--- config.mk ---
export PLATFORM = sky130hd
export DESIGN_NAME = masked_and3
export DESIGN_NICKNAME = d
export VERILOG_FILES = /design/src/rtl/masked_and3.sv
export SDC_FILE = /design/constraint.sdc
export NUM_CORES = 1
export LEC_CHECK = 0
export BUFFER_PORTS_ARGS = -buffer_cell sky130_fd_sc_hd__buf_2
export CORE_ASPECT_RATIO = 0.9
export CORE_MARGIN = 2
export CORE_UTILIZATION = 52
export DETAILED_ROUTE_END_ITERATION = 10
export HOLD_SLACK_MARGIN = 0.06
export PLACE_DENSITY = 0.86
export REMOVE_ABC_BUFFERS = 1
export SKIP_CTS_REPAIR_TIMING = 1
export SLEW_MARGIN = 25
export SYNTH_ARGS = -nofsm -noshare
export SYNTH_HDL_FRONTEND = slang
export SYNTH_SLANG_ARGS = --single-unit
export TNS_END_PERCENT = 100
--- constraint.sdc ---
create_clock -name clk -period 0.9 [get_ports clk]
set_input_delay 0.09 -clock clk [delete_from_list [all_inputs] [get_ports clk]]
set_output_delay 0.09 -clock clk [all_outputs]
set_load 0.02 [all_outputs]
--- src/rtl/masked_and3.sv ---
module masked_and3 #(
  parameter int W = 8
) (
  input  logic           clk,
  input  logic           rst_n,
  input  logic           in_valid,
  input  logic [W-1:0]   a_sh0,
  input  logic [W-1:0]   a_sh1,
  input  logic [W-1:0]   a_sh2,
  input  logic [W-1:0]   b_sh0,
  input  logic [W-1:0]   b_sh1,
  input  logic [W-1:0]   b_sh2,
  input  logic [9*W-1:0] rnd,
  output logic           out_valid,
  output logic [W-1:0]   c_sh0,
  output logic [W-1:0]   c_sh1,
  output logic [W-1:0]   c_sh2
);
  localparam int NS = 3;
  localparam int NT = NS * NS;

  logic [W-1:0] a_in [NS];
  logic [W-1:0] b_in [NS];
  logic [W-1:0] term_d [NT];
  logic [W-1:0] term_q [NT];
  logic [W-1:0] c_out [NS];
  logic         vld_q;

  assign a_in[0] = a_sh0;
  assign a_in[1] = a_sh1;
  assign a_in[2] = a_sh2;
  assign b_in[0] = b_sh0;
  assign b_in[1] = b_sh1;
  assign b_in[2] = b_sh2;

  // one a-share and one b-share per product; ring refresh with words k and k-1
  for (genvar i = 0; i < NS; i++) begin : g_row
    for (genvar j = 0; j < NS; j++) begin : g_col
      localparam int K  = NS * i + j;
      localparam int KP = (K + NT - 1) % NT;
      assign term_d[K] = (a_in[i] & b_in[j]) ^ rnd[K*W +: W] ^ rnd[KP*W +: W];

      always_ff @(posedge clk or negedge rst_n) begin
        if (!rst_n)        term_q[K] <= '0;
        else if (in_valid) term_q[K] <= term_d[K];
      end
    end
  end

  always_ff @(posedge clk or negedge rst_n) begin
    if (!rst_n) vld_q <= 1'b0;
    else        vld_q <= in_valid;
  end

  for (genvar m = 0; m < NS; m++) begin : g_cmp
    assign c_out[m] = term_q[NS*m] ^ term_q[NS*m+1] ^ term_q[NS*m+2];
  end

  assign out_valid = vld_q;
  assign c_sh0 = c_out[0];
  assign c_sh1 = c_out[1];
  assign c_sh2 = c_out[2];

  assert_reset_clear_R1: assert property (@(posedge clk)
    !rst_n |=> (!out_valid && c_sh0 == '0 && c_sh1 == '0 && c_sh2 == '0));

  assert_valid_follow_R3: assert property (@(posedge clk) disable iff (!rst_n)
    1'b1 |=> (out_valid == $past(in_valid)));

  assert_product_ok_R2: assert property (@(posedge clk) disable iff (!rst_n)
    in_valid |=> ((c_sh0 ^ c_sh1 ^ c_sh2) ==
      (($past(a_sh0) ^ $past(a_sh1) ^ $past(a_sh2)) &
       ($past(b_sh0) ^ $past(b_sh1) ^ $past(b_sh2)))));

  assert_share0_form_R4: assert property (@(posedge clk) disable iff (!rst_n)
    in_valid |=> (c_sh0 == (($past(a_sh0) & ($past(b_sh0) ^ $past(b_sh1) ^ $past(b_sh2)))
                  ^ $past(rnd[2*W +: W]) ^ $past(rnd[8*W +: W]))));

  assert_hold_idle_R5: assert property (@(posedge clk) disable iff (!rst_n)
    !in_valid |=> ($stable(c_sh0) && $stable(c_sh1) && $stable(c_sh2)));
endmodule

==> impl_metrics.yaml <==
yosys:
  synth_ff_type: "dfrtp_1"
  async_flop_share_pct: 100
  synth_top_area_share_pct: 39.3
  synthTopCellsByArea: "dfrtp_1, xnor2_1, mux2_2, xor2_1, nand2_1"
  synth_top_area_cell: "dfrtp_1"
  synth_common_cells: "xnor2_1, dfrtp_1, mux2_2, nand2_1, xor2_1"
  synth_cell_type_count: 7
  yosysWarnings: 0
  ys_ff_latch: 73
  ys_seq_area_share_pct: 39.3
  synth-edff-count: 0
  synth.most_common_cell: "xnor2_1"
  synthesis.area_um2: 4650
  synthCells: 417
  avgSynthCellArea_um2: 11.1
floorplan:
  initial_core_util_pct: 54.0
  die_area_um2: 9710
  io-pin-count: 148
  rows: 32
  die_x_um: 104
  core_um2: 8610
  fp.dieH_um: 93.7
sta:
  worst_slew_pin_slew_ns: 0.379
  skew_ns: 0
  fin_crit_sh_pct: 149
  grt_setup_unrepaired: "yes"
  period_minus_slack_ns: 1.34
  max_freq_mhz: 745
  setup_ws_ns: -0.443
  finalHoldViolCount: 0
  slew_headroom_pct: 74.8
  finalSetupTns_ns: -10.20
  final_max_slew_viol_count: 0
  finalSetupViolCount: 28
power:
  intPower_mw: 8.36
  p_per_area_nw_per_um2: 2090
  p_switching_mw: 4.18
  clkPwrFrac_pct: 22.2
  p_seq_share_pct: 35.6
  p_total_mw: 12.5
  combPwrFrac_pct: 42.1
  ir_worst_vdd_v: 0.000921
  p_leak_nw: 2.74
  p_sw_share_pct: 33.3
clock_tree:
  cts.reportedPaths.clkPinSlew_ns: 0.08
  cts_tree: "built"
  cts_max_path_buffers: 2
  clkLatencyLatePin_ns: 0.34
  cts_num_sinks: 73
  ctsRootBufferMaster: "clkbuf_8"
  numCtsBuffers: 9
  htreeDepth: 3
detailed_routing:
  postRouteAntennaNets: 0
  vias: 3325
  routed_wl_um: 9350
  initialDrtViolationCount: 69
  first_pass_iters: 4
  route.detailed.drc: 0
  vias_per_cell: 4.74
  wire_per_inst_um: 13.3
setup_path:
  critPathCaptureType: "output port"
  critical_path_arrival_ns: 1.25
  worstSetupPathType: "reg -> out"
  crit_chain: "xnor2_2 -> xnor2_1 -> buf_2"
  cp_data_required_time_ns: 0.81
  slowest_stage: "dfrtp_1"
  cp-start-kind: "flop"
  cp_slowest_stage_delay_ns: 0.42
  critPathMaxFanout: 2
flow_run:
  max-cap-violations: 0
placement:
  dp.final_hpwl_um: 7440
  place_congestion: 0.841
  io_buffers: 147
  placed_cells: 682
finish:
  n_fill_cell: 660
  ff_latch_area_um2: 1830
  syn_to_final_growth_pct: 29.5
  nNetsFinal: 701
  layout.cells.non_filler: 702
  drive_above_1_share_pct: 44.8
  fin_util_pct: 69.9
  multiInputGateArea_um2: 2890
  antenna_cells: 0
hold_path:
  hold_path_class: "in -> reg"
grt:
  overflow: 0
  grt_max_degree: 30
  grt_pass1_wl_um: 15400
  track_usage_pct: 19.8
  grt_pass1_vias: 3376
  antenna_found_initial: 1
status:
  violations: "setup timing"
  run_status: "finished with violations"
through the flow:
stage,hold slack [ns],area [um^2],setup WS (ns)
global route,0.175,6020,-0.512
floorplan,-0.206,4590,-0.0686
global placement,0.0306,5580,-0.109
finish,0.176,6020,-0.443
detailed placement,0.0352,5580,-0.141
CTS,-0.346,5800,-0.503
worst paths after layout:
path,startpoint,to,slack (ns),cells after the start
setup reg to reg,term_q[66],term_q[66],-0.03,2
hold / removal,in_valid,out_valid,0.18,2
setup / recovery,term_q[2],c_sh2[2],-0.44,3
min in group asynchronous,rst_n,term_q[23],0.24,2
max in group asynchronous,rst_n,term_q[28],0.20,3
hold reg to reg,term_q[59],term_q[59],0.53,1
cell families (layout without fill, tap and decap cells):
family / after synthesis / count (layout) / synth area share (%)
XOR/XNOR: 192 / 192 / 36.2
multiplexers: 72 / 72 / 17.4
AND/OR/NAND/NOR: 72 / 72 / 5.82
buffers and inverters: 8 / 174 / 1.24
flip-flops: 73 / 73 / 39.3
critical path, delay by kind of cell, from the launching register on:
kind / cells / cell delay (ns)
flip-flops: 1 / 0.42
buffers and inverters: 1 / 0.18
XOR/XNOR: 2 / 0.31
placed cells by master (no fill, tap or decap), types with 2 or more instances in the layout:
cell type,netlist,routed
buf_12,0,4
buf_2,1,124
buf_4,7,28
bufinv_16,0,2
clkbuf_8,0,9
dfrtp_1,73,73
mux2_2,72,72
nand2_1,72,72
xnor2_1,120,103
xnor2_2,0,17
xor2_1,72,72
metal layers:
| layer | GRT usage (%) | wire length (um) |
|---|---|---|
| met1 | 24.2 | 3930 |
| met2 | 34.2 | 4710 |
| met3 | 5.20 | 569 |
| met4 | 6.87 | 142 |
| met5 | 0 | 0 |
area by class of cell:
type,count,share of cell area (%)
repair buffers,158,15.5
flip-flops and latches,73,30.4
well taps,119,2.48
multi-input cells,336,48.0
clock buffers,10,2.12
clock inverters,6,1.50
power groups by stage:
stage | Sequential, mW | Clock [mW] | Combinational (mW)
detailed placement | 4.44 | 0 | 4.73
global placement | 4.39 | 0 | 4.63
finish | 4.47 | 2.79 | 5.29
CTS | 4.37 | 2.87 | 4.75
global route | 4.56 | 2.99 | 5.66
floorplan | 4.34 | 0 | 3.19
flip-flops by register name, indices dropped and copies added (netlist names):
name / cells
out_valid: 1
term_q: 72
Power figures use the tool's default switching activity.
